$ cat config.mk
export PLATFORM = sky130hd
export DESIGN_NAME = tgf_top
export DESIGN_NICKNAME = d
export VERILOG_FILES = /design/src/rtl/tgf_pkg.sv /design/src/rtl/tgf_sync.sv /design/src/rtl/tgf_tick.sv /design/src/rtl/tgf_core.sv /design/src/rtl/tgf_top.sv
export SDC_FILE = /design/constraint.sdc
export NUM_CORES = 1
export LEC_CHECK = 0
export ABC_CLOCK_PERIOD_IN_PS = 1950
export BUFFER_PORTS_ARGS = -buffer_cell sky130_fd_sc_hd__buf_2
export CAP_MARGIN = 15
export CELL_PAD_IN_SITES_DETAIL_PLACEMENT = 0
export CELL_PAD_IN_SITES_GLOBAL_PLACEMENT = 1
export CORE_MARGIN = 2
export CORE_UTILIZATION = 40
export DETAILED_ROUTE_END_ITERATION = 8
export PLACE_DENSITY_LB_ADDON = 0.2
export REMOVE_ABC_BUFFERS = 1
export SLEW_MARGIN = 25
export SYNTH_ARGS = -nofsm -noshare
export SYNTH_HDL_FRONTEND = slang
export SYNTH_SLANG_ARGS = --single-unit
$ cat constraint.sdc
create_clock -name clk_i -period 1.95 [get_ports clk_i]
set_input_delay 0.0975 -clock clk_i [delete_from_list [all_inputs] [get_ports clk_i]]
set_output_delay 0.0975 -clock clk_i [all_outputs]
set_load 0.02 [all_outputs]
$ cat src/rtl/tgf_pkg.sv
package tgf_pkg;

  localparam int CODE_W = 4;

  typedef struct packed {
    logic       use_dt;    // sample on divided dead-time pulses
    logic [2:0] div_log2;  // divider = 2**div_log2
    logic [3:0] n_req;     // consecutive samples required
  } fcfg_t;

  // Decode of the filter code into sample source, divider and run length.
  function automatic fcfg_t decode_code(input logic [CODE_W-1:0] c);
    fcfg_t r;
    r.use_dt   = (c >= 4'd4);
    r.div_log2 = 3'd0;
    r.n_req    = 4'd1;
    case (c)
      4'd1:  r.n_req = 4'd2;
      4'd2:  r.n_req = 4'd4;
      4'd3:  r.n_req = 4'd8;
      4'd4:  begin r.div_log2 = 3'd1; r.n_req = 4'd6; end
      4'd5:  begin r.div_log2 = 3'd1; r.n_req = 4'd8; end
      4'd6:  begin r.div_log2 = 3'd2; r.n_req = 4'd6; end
      4'd7:  begin r.div_log2 = 3'd2; r.n_req = 4'd8; end
      4'd8:  begin r.div_log2 = 3'd3; r.n_req = 4'd6; end
      4'd9:  begin r.div_log2 = 3'd3; r.n_req = 4'd8; end
      4'd10: begin r.div_log2 = 3'd4; r.n_req = 4'd5; end
      4'd11: begin r.div_log2 = 3'd4; r.n_req = 4'd6; end
      4'd12: begin r.div_log2 = 3'd4; r.n_req = 4'd8; end
      4'd13: begin r.div_log2 = 3'd5; r.n_req = 4'd5; end
      4'd14: begin r.div_log2 = 3'd5; r.n_req = 4'd6; end
      4'd15: begin r.div_log2 = 3'd5; r.n_req = 4'd8; end
      default: ;
    endcase
    return r;
  endfunction

endpackage

$ cat src/rtl/tgf_sync.sv
module tgf_sync #(
  parameter int STAGES = 2
) (
  input  logic clk_i,
  input  logic rst_ni,
  input  logic d_i,
  output logic q_o
);
  logic [STAGES-1:0] chain_q;

  generate
    for (genvar g = 0; g < STAGES; g++) begin : g_stage
      if (g == 0) begin : g_first
        always_ff @(posedge clk_i or negedge rst_ni)
          if (!rst_ni) chain_q[0] <= 1'b0;
          else         chain_q[0] <= d_i;
      end else begin : g_next
        always_ff @(posedge clk_i or negedge rst_ni)
          if (!rst_ni) chain_q[g] <= 1'b0;
          else         chain_q[g] <= chain_q[g-1];
      end
    end
  endgenerate

  assign q_o = chain_q[STAGES-1];
endmodule

$ cat src/rtl/tgf_tick.sv
module tgf_tick #(
  parameter int DIV_W = 5
) (
  input  logic       clk_i,
  input  logic       rst_ni,
  input  logic       restart_i,
  input  logic       use_dt_i,
  input  logic [2:0] div_log2_i,
  input  logic       dt_en_i,
  output logic       tick_o
);
  logic [DIV_W-1:0] div_q;
  logic [DIV_W:0]   ratio;
  logic             last_slot;

  assign ratio     = (DIV_W+1)'(1) << div_log2_i;
  assign last_slot = ({1'b0, div_q} == ratio - (DIV_W+1)'(1));
  assign tick_o    = !restart_i && (!use_dt_i || (dt_en_i && last_slot));

  always_ff @(posedge clk_i or negedge rst_ni) begin
    if (!rst_ni)                 div_q <= '0;
    else if (restart_i)          div_q <= '0;
    else if (use_dt_i && dt_en_i) div_q <= last_slot ? '0 : div_q + 1'b1;
  end

  // a dead-time pulse on the final slot wraps the divider
  p_div_wrap_r5: assert property (@(posedge clk_i) disable iff (!rst_ni)
    (use_dt_i && dt_en_i && tick_o) |=> (div_q == '0));

  // a dead-time pulse before the final slot advances the divider by one
  p_div_step_r5: assert property (@(posedge clk_i) disable iff (!rst_ni)
    (use_dt_i && dt_en_i && !tick_o && !restart_i) |=> (div_q == $past(div_q) + 1'b1));
endmodule

$ cat src/rtl/tgf_core.sv
module tgf_core #(
  parameter int CNT_W = 4
) (
  input  logic             clk_i,
  input  logic             rst_ni,
  input  logic             restart_i,
  input  logic             tick_i,
  input  logic             smp_i,
  input  logic [CNT_W-1:0] n_req_i,
  output logic             filt_o
);
  logic [CNT_W-1:0] run_q;
  logic [CNT_W:0]   run_next;
  logic             differs;
  logic             reached;

  assign differs  = (smp_i != filt_o);
  assign run_next = {1'b0, run_q} + 1'b1;
  assign reached  = (run_next >= {1'b0, n_req_i});

  always_ff @(posedge clk_i or negedge rst_ni) begin
    if (!rst_ni) begin
      filt_o <= 1'b0;
      run_q  <= '0;
    end else if (restart_i) begin
      run_q  <= '0;
    end else if (tick_i) begin
      if (!differs) begin
        run_q <= '0;
      end else if (reached) begin
        filt_o <= smp_i;
        run_q  <= '0;
      end else begin
        run_q <= run_next[CNT_W-1:0];
      end
    end
  end

  // no sample, no output change
  p_hold_no_tick_r9: assert property (@(posedge clk_i) disable iff (!rst_ni)
    !tick_i |=> $stable(filt_o));

  // an agreeing sample keeps the output and clears the run
  p_agree_clears_r7: assert property (@(posedge clk_i) disable iff (!rst_ni)
    (tick_i && !differs) |=> ($stable(filt_o) && run_q == '0));

  // a code change holds the output and restarts the run
  p_restart_holds_r8: assert property (@(posedge clk_i) disable iff (!rst_ni)
    restart_i |=> ($stable(filt_o) && run_q == '0));

  // the run counter never reaches the required length
  p_run_below_n_r6: assert property (@(posedge clk_i) disable iff (!rst_ni)
    !restart_i |-> (run_q < n_req_i));
endmodule

$ cat src/rtl/tgf_top.sv
module tgf_top
  import tgf_pkg::*;
#(
  parameter int SYNC_STAGES = 2,
  parameter int DIV_W       = 5,
  parameter int CNT_W       = 4
) (
  input  logic              clk_i,
  input  logic              rst_ni,
  input  logic              raw_i,
  input  logic [CODE_W-1:0] fcode_i,
  input  logic              dt_en_i,
  output logic              filt_o
);
  logic [CODE_W-1:0] code_q;
  logic              code_chg;
  fcfg_t             cfg;
  logic              smp;
  logic              tick;

  always_ff @(posedge clk_i or negedge rst_ni)
    if (!rst_ni) code_q <= '0;
    else         code_q <= fcode_i;

  assign code_chg = (fcode_i != code_q);
  assign cfg      = decode_code(fcode_i);

  tgf_sync #(.STAGES(SYNC_STAGES)) i_sync (
    .clk_i (clk_i), .rst_ni (rst_ni), .d_i (raw_i), .q_o (smp)
  );

  tgf_tick #(.DIV_W(DIV_W)) i_tick (
    .clk_i      (clk_i),
    .rst_ni     (rst_ni),
    .restart_i  (code_chg),
    .use_dt_i   (cfg.use_dt),
    .div_log2_i (cfg.div_log2),
    .dt_en_i    (dt_en_i),
    .tick_o     (tick)
  );

  tgf_core #(.CNT_W(CNT_W)) i_core (
    .clk_i     (clk_i),
    .rst_ni    (rst_ni),
    .restart_i (code_chg),
    .tick_i    (tick),
    .smp_i     (smp),
    .n_req_i   (CNT_W'(cfg.n_req)),
    .filt_o    (filt_o)
  );

  // no sample is taken on the cycle the code changes
  p_no_tick_on_change_r8: assert property (@(posedge clk_i) disable iff (!rst_ni)
    code_chg |-> !tick);

  // dead-time codes sample only on an enable pulse
  p_dt_needs_pulse_r9: assert property (@(posedge clk_i) disable iff (!rst_ni)
    (fcode_i >= 4'd4 && !dt_en_i) |=> $stable(filt_o));
endmodule

==> impl_metrics.csv <==
group,metric,value,unit
outcome,outcome,"complete, but fails checks",
outcome,failed_checks,"setup timing",
finish,drive_gt1_share,35.5,%
critical_path,crit_path_start,"fcode_i[3]",
floorplanning,start_util,42.4,%
clocking,cts_tree,"done",
clocking,clk_pin_slew,0.10,ns
detailed_routing,vias_per_cell,5.46,
hold_path,hp-class,"input port to register",
synth,postSynthCellCount,132,
clocking,clk_latency,0.29,ns
synth,synthTopCellsByArea,"dfrtp_1 (34%), ha_1 (7.5%), xnor2_1 (6.7%)",
synth,ys.flop_type,"dfrtp_1",
finish,final_net_count,183,
power_and_ir_drop,p_seq_share,48.1,%
clocking,htreeDepth,1,
global_route,grt_pass1_wl,4800,µm
power_and_ir_drop,pwr-share-comb,27.4,%
synth,syn_area,1170,µm²
synth,synth_top_area_cell,"dfrtp_1",
finish,final_cell_mix,"buf_4 (24), nand2_1 (14), dfrtp_1 (14)",
power_and_ir_drop,total_power,721,µW
power_and_ir_drop,switching_share,30.2,%
synth,synth-seq-cells,16,
synth,ys_seq_area_share,34.2,%
critical_path,startpoint_type,"input port",
global_route,grt-ovfl-total,0,
critical_path,reg2reg_to,"i_core.filt_o",
detailed_routing,drt_pass1_iterations,4,
floorplanning,fp.coreArea,2760,µm²
power_and_ir_drop,p_sw,217,µW
finish,syn2layout_area_growth,35.9,%
sta,postLayoutSetupSlackWorst,-0.0973,ns
sta,rsz0062_at_grt,"yes",
critical_path,cp.required,2.12,ns
synth,synth_edf_count,0,
synth,ys_warn_count,0,
critical_path,regToRegStartpoint,"i_core.run_q[0]",
clocking,cts_made_buffers,3,
critical_path,endpoint,"i_core.filt_o",
placement,placed_cell_area,1390,µm²
detailed_routing,drtIter0Drc,46,
finish,fin_cells,197,
global_route,antenna_found_initial,0,
sta,fmax,488,MHz
critical_path,reg2reg_setup_slack,-0.09,ns
synth,yosysTopAreaCellShare,34.2,%
power_and_ir_drop,peakVddDrop,0.000364,V
detailed_routing,wl_per_cell,14.0,µm
global_route,grt.total_usage,18.4,%
clocking,clockBufferDepth,2,
floorplanning,rows,19,
placement,dp_slack,-0.361,ns
placement,place.gp.congestion,0.768,
detailed_routing,wl,2750,µm
floorplanning,die_w,58.1,µm
global_route,grt_max_degree,17,
finish,fill_cells,249,
critical_path,r2r_cells,9,
placement,hpwl,2030,µm
sta,hold_viol,0,
placement,port_buffers,8,
synth,synth_cell_types,35,
floorplanning,floorplan.die_area,3370,µm²
critical_path,path_class,"input port to register",
finish,stdcell_area,1590,µm²
detailed_routing,drtAntennaViolNets,0,
floorplanning,ios,9,
sta,slew_headroom,69.9,%
critical_path,cp.arrival,2.22,ns
sta,post-route-period-util,105,%
clocking,cts_sinks,16,
power_and_ir_drop,p_leak,0.707,nW
global_route,grt_pass1_vias,1056,
placement,dp.cells,187,
run,cap_violations,0,
power_and_ir_drop,p_int,504,µW
finish,antennaDiodeCount,0,
sta,worst_slew_pin_slew,0.451,ns
detailed_routing,via_count,1076,
synth,syn_area_per_cell,8.86,µm²
sta,setup_violations,4,
clocking,cts.root.buffer_cell,"clkbuf_4",
power_and_ir_drop,clkPwrFrac,24.5,%
sta,min_period,2.05,ns
critical_path,crit_fanout,4,
sta,holdWs,0.0659,ns
critical_path,end_kind,"register",
synth,synth-async-reset-ratio,100,%
finish,final_common_cell,"buf_4",
sta,drv_slew,0,
finish,regArea,403,µm²
finish,multi_input_area,837,µm²
sta,fin_skew,0.0130,ns
power_and_ir_drop,power_density,453,nW/µm²
detailed_routing,drc,0,
floorplanning,die_y,58.1,µm
flip-flops by register name, summed over array words and instances, names as in the netlist:
name	count
code_q	4
i_core.filt_o	1
i_core.run_q	4
i_sync.chain_q	1
i_sync.q_o	1
i_tick.div_q	5
worst min path at each step:
| stage | cells past startpoint | startpoint | slack [ns] | to |
|---|---|---|---|---|
| 2_1_floorplan | 0 | rst_ni | -0.20 | code_q[0] |
| 3_3_place_gp | 1 | rst_ni | 0.03 | i_tick.div_q[1] |
| 3_5_place_dp | 1 | rst_ni | 0.03 | i_tick.div_q[0] |
| 4_1_cts | 2 | fcode_i[3] | 0.07 | code_q[3] |
| 5_1_grt | 2 | fcode_i[3] | 0.07 | code_q[3] |
| 6_report | 2 | fcode_i[3] | 0.07 | code_q[3] |
power by group through the flow:
stage | combinational, mW | clock [mW] | sequential [mW]
floorplan | 0.0878 | 0 | 0.356
global placement | 0.165 | 0 | 0.353
detailed placement | 0.167 | 0 | 0.353
CTS | 0.186 | 0.179 | 0.347
global route | 0.219 | 0.201 | 0.349
finish | 0.198 | 0.176 | 0.347
final cells by class:
type,count,share of cell area (%)
Inverter,1,0.236
Tap cell,31,2.44
Multi-Input combinational cell,108,52.6
Timing Repair Buffer,38,17.9
Sequential cell,16,25.3
Clock buffer,3,1.42
logic make-up after synthesis:
| logic type | share of synthesized area [%] |
|---|---|
| compound gates | 13.6 |
| xor+xnor | 11.2 |
| fa+ha+maj | 7.49 |
| buf+inv | 2.78 |
| flops | 34.2 |
| mux | 5.45 |
| simple gates | 25.2 |
critical path: stages:
cell and delay, ns:
buf_2 0.11, or2_2 0.30, o21ai_0 0.15, nor2_1 0.07, a21oi_2 0.15, ha_4 0.21
nand2b_4 0.12, a2111o_1 0.51, nand2_2 0.11, a221oi_2 0.06, mux2_1 0.32
per-layer routing:
| metal | global-route usage (%) | share of wire, % |
|---|---|---|
| met5 | 0 | 0 |
| met4 | 2.99 | 0.84 |
| met3 | 4.69 | 3.0 |
| met2 | 29.9 | 48 |
| met1 | 25.2 | 48 |
timing repair:
| action | CTS | global route |
|---|---|---|
| setup buffers | 4 | 1 |
| setup endpoints to repair | 5 | 5 |
| hold endpoints to repair | 17 | 0 |
| gates resized for setup | 12 | 11 |
| hold buffers | 2 | 0 |
| gates cloned | 0 | 0 |
| pin swaps | 5 | 5 |
metrics by stage:
step,util (%),setup TNS (ns)
2_1_floorplan,-,-0.572
3_3_place_gp,50.5,-1.54
3_5_place_dp,50.5,-1.58
4_1_cts,55.1,-0.200
5_1_grt,57.7,-0.764
6_report,57.7,-0.210
synth_stat cells (2+ instances only):
cell / number
nand2_1: 15
nor4_1: 2
ha_1: 7
clkbuf_1: 3
and3_1: 2
buf_2: 2
nand2b_1: 5
dfrtp_1: 16
buf_1: 2
xnor2_1: 9
o211ai_1: 3
or2_2: 2
nand3_1: 11
mux2_2: 2
nor2_1: 6
mux2i_1: 3
nor2b_1: 3
xor2_1: 6
nand4_1: 6
o21ai_0: 7
a21oi_1: 6
No activity file was read; power rests on OpenSTA's default activity.
